==> src/rtl/pic_pkg.sv <==
package pic_pkg;
  localparam int LINES = 8;

  // Strobes the control side hands to the register side each cycle.
  typedef struct packed {
    logic             maskLoad;  // load the mask from the write data
    logic [LINES-1:0] grant;     // one-hot line moving pending -> in service
    logic [LINES-1:0] retire;    // one-hot in-service bit being cleared
  } picStrobes_t;
endpackage

==> src/rtl/pic_ctrl.sv <==
module pic_ctrl
  import pic_pkg::*;
#(
  parameter int          ADDR_W    = 8,
  parameter logic [ADDR_W-1:0] CMD_ADDR  = 8'h20,
  parameter logic [ADDR_W-1:0] MASK_ADDR = 8'h21,
  parameter logic [LINES-1:0]  EOI_CODE  = 8'h20
) (
  input  logic              clk,
  input  logic              rstN,
  input  logic [ADDR_W-1:0] busAddr,
  input  logic              busWr,
  input  logic [LINES-1:0]  busWdata,
  input  logic [LINES-1:0]  pendVec,
  input  logic [LINES-1:0]  isrVec,
  input  logic [LINES-1:0]  maskVec,
  output picStrobes_t       strobes
);
  logic [LINES-1:0] eligible;
  logic [LINES-1:0] bestReq;
  logic [LINES-1:0] topService;
  logic             eoiCmd;

  // Lowest set bit of a vector, isolated as one-hot; line 0 is most urgent.
  always_comb begin
    eligible   = pendVec & ~maskVec;
    bestReq    = eligible & (~eligible + 1'b1);
    topService = isrVec & (~isrVec + 1'b1);
  end

  assign eoiCmd = busWr && (busAddr == CMD_ADDR) && (busWdata == EOI_CODE);

  always_comb begin
    strobes          = '0;
    strobes.maskLoad = busWr && (busAddr == MASK_ADDR);
    // One-hot vectors compare like bit positions: smaller value = more urgent.
    if (bestReq != '0 && (topService == '0 || bestReq < topService))
      strobes.grant = bestReq;
    if (eoiCmd)
      strobes.retire = topService;
  end

  // an end-of-interrupt never adds to the number of lines in service
  // (one retired, at most one promoted).
  a_r7_eoi_no_growth: assert property (@(posedge clk) disable iff (!rstN)
    (eoiCmd && isrVec != '0) |=> ($countones(isrVec) <= $countones($past(isrVec))));

  // at most one line is promoted per cycle.
  a_r3_single_grant: assert property (@(posedge clk) disable iff (!rstN)
    $onehot0(strobes.grant));
endmodule

==> src/rtl/pic_datapath.sv <==
module pic_datapath
  import pic_pkg::*;
#(
  parameter int          ADDR_W    = 8,
  parameter logic [ADDR_W-1:0] CMD_ADDR  = 8'h20,
  parameter logic [ADDR_W-1:0] MASK_ADDR = 8'h21
) (
  input  logic              clk,
  input  logic              rstN,
  input  logic [LINES-1:0]  irqIn,
  input  logic [ADDR_W-1:0] busAddr,
  input  logic [LINES-1:0]  busWdata,
  input  picStrobes_t       strobes,
  output logic [LINES-1:0]  pendVec,
  output logic [LINES-1:0]  isrVec,
  output logic [LINES-1:0]  maskVec,
  output logic [LINES-1:0]  busRdata,
  output logic              intOut
);
  always_ff @(posedge clk) begin
    if (!rstN)                 maskVec <= '1;
    else if (strobes.maskLoad) maskVec <= busWdata;
  end

  for (genvar i = 0; i < LINES; i++) begin : g_line
    localparam logic [LINES-1:0] UP_TO_ME = LINES'((2 << i) - 1);

    always_ff @(posedge clk) begin
      if (!rstN) begin
        pendVec[i] <= 1'b0;
        isrVec[i]  <= 1'b0;
      end else begin
        pendVec[i] <= (pendVec[i] | (irqIn[i] & ~maskVec[i])) & ~strobes.grant[i];
        isrVec[i]  <= (isrVec[i] & ~strobes.retire[i]) | strobes.grant[i];
      end
    end

    // a line only becomes pending while its mask bit was clear.
    a_r1_masked_stays_out: assert property (@(posedge clk) disable iff (!rstN)
      $rose(pendVec[i]) |-> !$past(maskVec[i]));
    // a pending bit leaves only by entering service.
    a_r2_pend_until_service: assert property (@(posedge clk) disable iff (!rstN)
      $fell(pendVec[i]) |-> isrVec[i]);
    // a new in-service bit was pending the cycle before.
    a_r5_service_from_pend: assert property (@(posedge clk) disable iff (!rstN)
      $rose(isrVec[i]) |-> $past(pendVec[i]));
    // nothing at this level or above was in service when it was promoted.
    a_r4_no_block_violation: assert property (@(posedge clk) disable iff (!rstN)
      $rose(isrVec[i]) |-> (($past(isrVec) & UP_TO_ME) == '0));
  end

  assign intOut = |isrVec;

  always_comb begin
    if (busAddr == MASK_ADDR)     busRdata = maskVec;
    else if (busAddr == CMD_ADDR) busRdata = isrVec;
    else                          busRdata = '0;
  end
endmodule

==> src/rtl/prio_irq_ctrl.sv <==
module prio_irq_ctrl
  import pic_pkg::*;
#(
  parameter int          ADDR_W    = 8,
  parameter logic [ADDR_W-1:0] CMD_ADDR  = 8'h20,
  parameter logic [ADDR_W-1:0] MASK_ADDR = 8'h21,
  parameter logic [LINES-1:0]  EOI_CODE  = 8'h20
) (
  input  logic              clk,
  input  logic              rstN,
  input  logic [LINES-1:0]  irqIn,
  input  logic [ADDR_W-1:0] busAddr,
  input  logic              busWr,
  input  logic [LINES-1:0]  busWdata,
  output logic [LINES-1:0]  busRdata,
  output logic              intOut
);
  picStrobes_t      strobes;
  logic [LINES-1:0] pendVec;
  logic [LINES-1:0] isrVec;
  logic [LINES-1:0] maskVec;

  pic_ctrl #(
    .ADDR_W(ADDR_W), .CMD_ADDR(CMD_ADDR), .MASK_ADDR(MASK_ADDR), .EOI_CODE(EOI_CODE)
  ) u_ctrl (
    .clk(clk), .rstN(rstN), .busAddr(busAddr), .busWr(busWr), .busWdata(busWdata),
    .pendVec(pendVec), .isrVec(isrVec), .maskVec(maskVec), .strobes(strobes)
  );

  pic_datapath #(
    .ADDR_W(ADDR_W), .CMD_ADDR(CMD_ADDR), .MASK_ADDR(MASK_ADDR)
  ) u_dp (
    .clk(clk), .rstN(rstN), .irqIn(irqIn), .busAddr(busAddr), .busWdata(busWdata),
    .strobes(strobes), .pendVec(pendVec), .isrVec(isrVec), .maskVec(maskVec),
    .busRdata(busRdata), .intOut(intOut)
  );
endmodule

==> config.mk <==
export PLATFORM = sky130hd
export DESIGN_NAME = prio_irq_ctrl
export DESIGN_NICKNAME = d
export VERILOG_FILES = /design/src/rtl/pic_pkg.sv /design/src/rtl/pic_ctrl.sv /design/src/rtl/pic_datapath.sv /design/src/rtl/prio_irq_ctrl.sv
export SDC_FILE = /design/constraint.sdc
export NUM_CORES = 1
export LEC_CHECK = 0
export CORE_ASPECT_RATIO = 1.2
export CORE_MARGIN = 2
export CORE_UTILIZATION = 51
export DETAILED_ROUTE_END_ITERATION = 12
export HOLD_SLACK_MARGIN = 0.02
export PLACE_DENSITY = 0.8
export SETUP_SLACK_MARGIN = 0.15
export SKIP_LAST_GASP = 1
export SLEW_MARGIN = 20
export SYNTH_ARGS = -nofsm -noshare
export SYNTH_HDL_FRONTEND = slang
export SYNTH_SLANG_ARGS = --single-unit
==> constraint.sdc <==
create_clock -name clk -period 4.9 [get_ports clk]
set_input_delay 0.735 -clock clk [delete_from_list [all_inputs] [get_ports clk]]
set_output_delay 0.735 -clock clk [all_outputs]
set_load 0.05 [all_outputs]
==> run metrics <==
status=completed; post-CTS setup buffer count=0; Die W=about 52 µm; via count=about 1500; Yosys top cell area share=33.7%; final core utilization=between 60% and 70%; Mapped Nets=about 210; P_leak=between 0.6 and 0.7 nW; Data required, critical path=between 4 and 5 ns; Fin. Hold Viols=0; startpoint types=input pin; Post-CTS Hold Buffers=0; Core Region=roughly 0.0027 mm²; Main synth FF type=dfxtp_1; kind of critical path=input pin to output pin; clock input transition at the sequential cells of the worst setup and hold paths=between 0.1 and 0.15 ns; Min-Delay Path Class=register to register; WL/cell=~14 µm; sequential element share of the synthesized area=roughly a third; number of remaining DRC errors=0; GP Congestion=roughly 0.8; RSZ-0062 raised after global routing=false; CTS Buf Count=3; largest net degree at the start of global routing=33; reg2reg start=u_dp.maskVec[0]$_SDFFE_PN1P_; Port Buffer Count=35; die height=62.0 µm; CTS tree=built; clock buffer depth=2; area delta synth->final=28.1%; non-filler cells, final=240; Antenna Nets Post-Route=0; Nets=around 240; vias per cell=around 6; placed cell count=236; most frequent cell after synthesis=dfxtp_1; max cap viols=0; setup ws final=about 1.3 ns; hold path depth=2; setup TNS=0 ns; drt pass-1 iters=6; CP Data Arrival Time=about 2.9 ns; Post-DP HPWL=~2.7 mm; final WL=approximately 3.4 mm; IO Count=36; number of diodes=0; cts repair resizes=0; Post-synth EDFFs=0; CTS root buffer=clkbuf_4; H-tree Lvls=1; maximum VDD drop=between 0.00015 and 0.0002 V; Final Max Slew Viols=0; hold endpoint=u_dp.maskVec[2]$_SDFFE_PN1P_; share of layout cells above drive strength 1=6.31%; max_slew headroom=between 30% and 40%; Synth async-reset ratio=0%; final number of setup-violating endpoints=0; vias in the first global route=between 1000 and 1500; Max FO, Critical Path=17; first-pass GRT wire length=5.60 mm; worst hold slack=between 0.5 and 0.6 ns; FF-to-FF setup slack=about 2.1 ns; design area=~0.0018 mm²; unique cell type count in the Yosys netlist=41; total gr overflow=0; Final period util=74.1%; mean post-synth cell area=between 8 and 9 µm²; Global Route Usage Sum=about a quarter; Cell Area, Synth=between 0.001 and 0.0015 mm²; antenna violations before repair=0; Detailed Route Iter0 Violations=48; clk_skew=between 0.006 and 0.007 ns; Min-Delay Startpoint=u_dp.maskVec[2]$_SDFFE_PN1P_; Synth area leaders=dfxtp_1, nand3_1, ha_1; Clk Latency, worst-skew pair=between 0.3 and 0.4 ns; FP Rows=21; Commonest cells post-synth=dfxtp_1, nand2_1, nand3_1, o21ai_0, nor2b_1; PwrDens=about 200 mW/mm²; area leader, netlist=dfxtp_1; YS warnings=0; Placement Cell Area=about 0.0018 mm²; Cells after Synth=175; die area=0.00324 mm²; CTS sink cnt=24; #FFs+latches synth=24; CP Capture Type=output pin; Least-Margin Pin Slew=1.03 ns; pre-CTS WS=between 1 and 1.5 ns; capturing point of the worst reg2reg path=u_dp.isrVec[6]$_SDFF_PN0_; Worst R2R Path Depth=8; f_max=between 200 and 300 MHz; Initial Utilization=a little over half; min Tclk post-route=about 3.6 ns; Overall Power=~0.37 mW
==> sequential cells by signal, indices dropped and copies added, names as in the netlist <==
name and count:
u_dp.isrVec 8, u_dp.maskVec 8, u_dp.pendVec 8
==> placed cells by master, fill, tap and decap left out, drive strengths merged, types with 3 or more instances in the layout <==
cell            n
a22o            8
nor2b          10
nor4            4
ha              7
nor3            4
clkbuf          3
nand3          20
dfxtp          24
o211ai          4
nand2b          6
nor2            7
clkdlybuf4s50  35
a21oi           9
o21ai          15
nand2          24
==> critical path, stage by stage <==
cell and delay (ns):
clkdlybuf4s50_1 0.41, nor4_2 0.27, and4_2 0.47, a22o_1 0.20, clkdlybuf4s50_1 0.80
==> power by group <==
part | internal (mW) | leakage, nW | switching, mW
registers | 0.195 | 0.194 | 0.000214
logic | 0.0208 | 0.472 | 0.0103
clock network | 0.0828 | 0.0279 | 0.0624
total | 0.299 | 0.693 | 0.0729
==> metal layers <==
metal / vias up / GRT usage, % / routed length, µm
li1: 711 / - / -
met5: - / 0 / 0
met3: 9 / 4.55 / 243
met4: 0 / 9.16 / 74
met1: 662 / 27.6 / 1390
met2: 72 / 41.4 / 1740
==> cell families (layout without fill, tap and decap cells) <==
group | Yosys count | in the layout | share of synthesized area, %
AO/OA/AOI/OAI | 47 | 47 | 21.8
flip-flops | 24 | 24 | 33.7
AND/OR/NAND/NOR | 87 | 87 | 34.8
adder cells (fa/ha/maj) | 7 | 7 | 6.13
buffers and inverters | 10 | 41 | 3.59
==> how the worst max path moves through the flow <==
stage / startpoint / endpoint / slack (ns)
after floorplan: busAddr[7] / busRdata[5] / 2.16
after global placement: busAddr[7] / busRdata[5] / 1.29
after detailed placement: busAddr[7] / busRdata[0] / 1.25
after CTS: busAddr[7] / busRdata[0] / 1.25
after global routing: busAddr[7] / busRdata[5] / 1.19
final: busAddr[7] / busRdata[5] / 1.27
==> final cells by class <==
| class | count | area (µm²) |
|---|---|---|
| Sequential cell | 24 | 480 |
| Clock buffer | 3 | 22.5 |
| Clock inverter | 1 | 30.0 |
| Multi-Input combinational cell | 141 | 896 |
| Tap cell | 34 | 42.5 |
| Timing Repair Buffer | 35 | 350 |
| Fill cell | 230 | 903 |
| Inverter | 2 | 7.51 |
Power figures use the tool's default switching activity.
